**src/rtl/simd_dotp_unit.sv**
```systemverilog
module simd_dotp_unit #(
  parameter int XLEN  = 32,
  parameter int NWREG = 4
) (
  input  logic                     clk,
  input  logic                     rst_n,
  input  logic                     issue_i,
  input  logic                     fused_i,
  input  logic [1:0]               width_i,
  input  logic                     sign_i,
  input  logic [XLEN-1:0]          opa_i,
  input  logic [XLEN-1:0]          opb_i,
  input  logic [XLEN-1:0]          acc_i,
  input  logic [$clog2(NWREG)-1:0] rsel_i,
  input  logic [$clog2(NWREG)-1:0] ld_idx_i,
  input  logic [XLEN-1:0]          ld_data_i,
  output logic [XLEN-1:0]          result_o,
  output logic                     valid_o
);
  localparam int N8 = XLEN / 8;
  localparam int N4 = XLEN / 4;
  localparam int N2 = XLEN / 2;

  logic [NWREG-1:0][XLEN-1:0] wreg;
  logic [XLEN-1:0] a_op;
  logic [XLEN-1:0] sum8, sum4, sum2, dot;

  assign a_op = fused_i ? wreg[rsel_i] : opa_i;

  always_comb begin
    logic signed [8:0]  ea8, eb8;
    logic signed [17:0] p8;
    sum8 = '0;
    for (int i = 0; i < N8; i++) begin
      ea8  = $signed({sign_i & a_op[8*i+7], a_op[8*i +: 8]});
      eb8  = $signed({sign_i & opb_i[8*i+7], opb_i[8*i +: 8]});
      p8   = ea8 * eb8;
      sum8 = sum8 + XLEN'(p8);
    end
  end

  always_comb begin
    logic signed [4:0] ea4, eb4;
    logic signed [9:0] p4;
    sum4 = '0;
    for (int i = 0; i < N4; i++) begin
      ea4  = $signed({sign_i & a_op[4*i+3], a_op[4*i +: 4]});
      eb4  = $signed({sign_i & opb_i[4*i+3], opb_i[4*i +: 4]});
      p4   = ea4 * eb4;
      sum4 = sum4 + XLEN'(p4);
    end
  end

  always_comb begin
    logic signed [2:0] ea2, eb2;
    logic signed [5:0] p2;
    sum2 = '0;
    for (int i = 0; i < N2; i++) begin
      ea2  = $signed({sign_i & a_op[2*i+1], a_op[2*i +: 2]});
      eb2  = $signed({sign_i & opb_i[2*i+1], opb_i[2*i +: 2]});
      p2   = ea2 * eb2;
      sum2 = sum2 + XLEN'(p2);
    end
  end

  always_comb begin
    unique case (width_i)
      2'd1:    dot = sum4;
      2'd2:    dot = sum2;
      default: dot = sum8;
    endcase
  end

  always_ff @(posedge clk or negedge rst_n) begin
    if (!rst_n) begin
      result_o <= '0;
      valid_o  <= 1'b0;
    end else begin
      valid_o <= issue_i;
      if (issue_i) result_o <= acc_i + dot;
    end
  end

  for (genvar g = 0; g < NWREG; g++) begin : g_wreg
    always_ff @(posedge clk or negedge rst_n) begin
      if (!rst_n)
        wreg[g] <= '0;
      else if (issue_i && fused_i && ld_idx_i == g)
        wreg[g] <= ld_data_i;
    end
  end
endmodule

```
**config.mk**
```make
export PLATFORM = sky130hd
export DESIGN_NAME = simd_dotp_unit
export DESIGN_NICKNAME = d
export VERILOG_FILES = /design/src/rtl/simd_dotp_unit.sv
export SDC_FILE = /design/constraint.sdc
export NUM_CORES = 2
export LEC_CHECK = 0
export CORE_ASPECT_RATIO = 2
export CORE_MARGIN = 2
export CORE_UTILIZATION = 60
export DETAILED_ROUTE_END_ITERATION = 12
export PLACE_DENSITY = 0.85
export SLEW_MARGIN = 40
export SYNTH_ARGS = -nofsm -noshare
export SYNTH_HDL_FRONTEND = slang
export SYNTH_SLANG_ARGS = --single-unit
```
**constraint.sdc**
```tcl
create_clock -name clk -period 13.5 [get_ports clk]
set_input_delay 2.7 -clock clk [delete_from_list [all_inputs] [get_ports clk]]
set_output_delay 2.7 -clock clk [all_outputs]
set_load 0.01 [all_outputs]
```
==> impl_metrics.env <==
export IMPL_multiInputGateArea_sq_um=30000
export IMPL_drive_gt1_share_pct=21.2
export IMPL_avgViaCountPerCell=5.78
export IMPL_status="complete, no violations"
export IMPL_seqCellArea_sq_um=4030
export IMPL_max_slew_margin_rel_pct=41.4
export IMPL_hold_viol=0
export IMPL_worstSetupPathType="input port to register"
export IMPL_dpl_hpwl_mm=132
export IMPL_row_count=130
export IMPL_setup_viol=0
export IMPL_synthTopCellsByArea="fa_1, inv_1, dfrtp_1"
export IMPL_synthesis_area_sq_um=38200
export IMPL_syn_instance_count=3609
export IMPL_area_growth_pct=20.5
export IMPL_clock_sinks=161
export IMPL_cts_tree="built"
export IMPL_ff2ff_path_depth=39
export IMPL_met1_length_mm=44.7
export IMPL_worst_pin_slew_ns=0.878
export IMPL_met2_length_mm=74.1
export IMPL_wirelength_mm=152
export IMPL_startpoint_type="input port"
export IMPL_die_x_um=182
export IMPL_drc_errors=0
export IMPL_gp_congestion=1.07
export IMPL_fin_hold_ws_ns=0.502
export IMPL_fin_cells=5070
export IMPL_die_area_sq_um=65800
export IMPL_crit_slowest_cell="fa_2"
export IMPL_reg2reg_to="result_o[31]"
export IMPL_rsz0062_at_grt="yes"
export IMPL_overflow=0
export IMPL_min_period_over_period_pct=98.7
export IMPL_ant_nets=0
export IMPL_clock_latency_ns=0.47
export IMPL_required_ns=13.86
export IMPL_wl_met3_mm=10.8
export IMPL_wire_per_inst_um=30.0
export IMPL_grt_pass1_vias=33747
export IMPL_rrSetupSlack_ns=2.64
export IMPL_cts_buffers=17
export IMPL_drv_slew=0
export IMPL_placed_cells=5021
export IMPL_hold_path_depth=1
export IMPL_design_area_sq_um=46000
export IMPL_crit_arrival_ns=13.67
export IMPL_synth_flop_cell="dfrtp_1"
export IMPL_yosysUniqueCellTypes=72
export IMPL_yosysTopAreaCell="fa_1"
export IMPL_grt_use_total_pct=48.3
export IMPL_dr_pass1_iters=7
export IMPL_clk_pin_slew_ns=0.08
export IMPL_initial_utilization_pct=60.7
export IMPL_fmax_mhz=75.1
export IMPL_coreArea_sq_um=62900
export IMPL_synthArstFlopShare_pct=100
export IMPL_grt_max_degree=93
export IMPL_synth_edf_count=0
export IMPL_rr_startpoint="wreg[87]"
export IMPL_hold_class="register to register"
export IMPL_fin_nets=5604
export IMPL_clock_skew_ns=0.0190
export IMPL_vias=29328
export IMPL_yosys_area_top_type_share_pct=48.0
export IMPL_grt_pass1_wl_mm=220
export IMPL_io_pin_count=172
export IMPL_h_tree_depth=4
export IMPL_clock_root_buffer="clkbuf_16"
export IMPL_ctsLongestPathBuffers=2
export IMPL_fp_dieH_um=361
export IMPL_synthesis_nets=4951
export IMPL_topRoutingLayerUsed="met5"
export IMPL_place_area_sq_um=44900
export IMPL_fill_cells=4340
export IMPL_cp_startpoint="rsel_i[1]"
export IMPL_cp_max_fo=12
export IMPL_synth_warnings=0
export IMPL_post_route_min_period_ns=13.32
export IMPL_avgSynthCellArea_sq_um=10.6
export IMPL_ys_ff_latch=161
export IMPL_crit_path_end_kind="register"
export IMPL_ys_seq_area_share_pct=10.6
export IMPL_antenna_found_initial=3
export IMPL_drtIter0Drc=2158
export IMPL_port_buffers=171
export IMPL_cap_violations=0
export IMPL_critical_path_endpoint="result_o[31]"
export IMPL_slowest_delay_ns=0.60
-- per-layer routing --
layer | up-vias | global-route usage, %
li1 | 12007 | -
met1 | 14970 | 47.0
met3 | 754 | 10.6
met4 | 4 | 52.6
met2 | 1593 | 80.3
met5 | - | 0
-- synthesized netlist by cell type (all sizes together) (13+ instances only) --
cell    number
xnor2       56
nor2b       49
mux4        32
clkbuf      89
ha         288
nand3       13
mux2i       14
nand2      226
a21o        20
a21oi       75
nor2        46
and2        84
nand2b      40
xor2        27
o21a        15
and3        14
inv       1085
buf         18
mux2       178
dfrtp      161
o21ai       32
fa         915
-- cell usage in the layout, fill, tap and decap left out, types with 24 or more instances in the layout --
master	synthesis	layout
a21oi_1	74	65
and2_1	82	81
buf_12	0	25
buf_4	0	544
clkdlybuf4s50_1	0	166
dfrtp_1	161	161
fa_1	915	894
ha_1	288	283
inv_1	1085	1081
mux2_2	177	165
mux4_2	32	32
nand2_1	226	218
nand2b_1	40	40
nor2_1	46	46
nor2b_1	49	47
o21ai_0	26	24
xnor2_1	55	55
xor2_1	27	27
-- layout make-up --
type | count | area share (%)
inverter | 1085 | 8.86
sequential | 161 | 8.75
tap | 792 | 2.15
antenna | 3 | 0.0163
clock buffer | 19 | 0.963
timing repair buffer | 741 | 13.7
multi-input combinational | 2256 | 65.2
clock inverter | 13 | 0.356
-- how the worst min path moves through the flow --
stage / start / end / slack (ns)
floorplan: wreg[72] / wreg[72] / 0.47
global placement: wreg[78] / wreg[78] / 0.48
detailed placement: wreg[73] / wreg[73] / 0.49
CTS: wreg[73] / wreg[73] / 0.50
global route: wreg[80] / wreg[80] / 0.51
finish: wreg[73] / wreg[73] / 0.50
-- repair_timing --
action | in CTS | in global routing
pin swaps | 1 | 19
hold buffers | 0 | 0
resized for setup | 3 | 81
setup endpoints to repair | 3 | 16
setup buffers | 0 | 14
-- critical path: cells and delay by family --
family | cells | cell delay (ns)
AND/OR/NAND/NOR | 6 | 1.19
XOR/XNOR | 2 | 0.44
buffers and inverters | 10 | 1.40
AO/OA/AOI/OAI | 10 | 1.86
multiplexers | 3 | 0.96
adder cells (fa/ha/maj) | 11 | 5.10
-- sequential cells by signal (all words and copies together) (netlist names) --
name / flops
wreg: 128
result_o: 32
valid_o: 1
-- cell families after synthesis --
logic type	count (synthesis)	share of synthesized area (%)
multiplexers	224	7.51
other	1	0.00982
AO/OA/AOI/OAI	229	4.07
flip-flops	161	10.6
buffers and inverters	1192	11.8
AND/OR/NAND/NOR	514	6.68
XOR/XNOR	84	1.98
adder cells (fa/ha/maj)	1204	57.4
-- per-stage QoR --
stage | utilization, % | setup slack, ns | setup TNS, ns
after floorplan | - | 0.0388 | 0
after global placement | 71.4 | -0.396 | -2.75
after detailed placement | 71.4 | -0.514 | -3.92
after CTS | 72.4 | 0.000361 | 0
after global routing | 73.1 | -0.138 | -0.399
final | 73.1 | 0.182 | 0
Power is left out: the tool's default activity adds up to more than one toggle a clock period on the data nets, which glitch-free logic cannot reach.
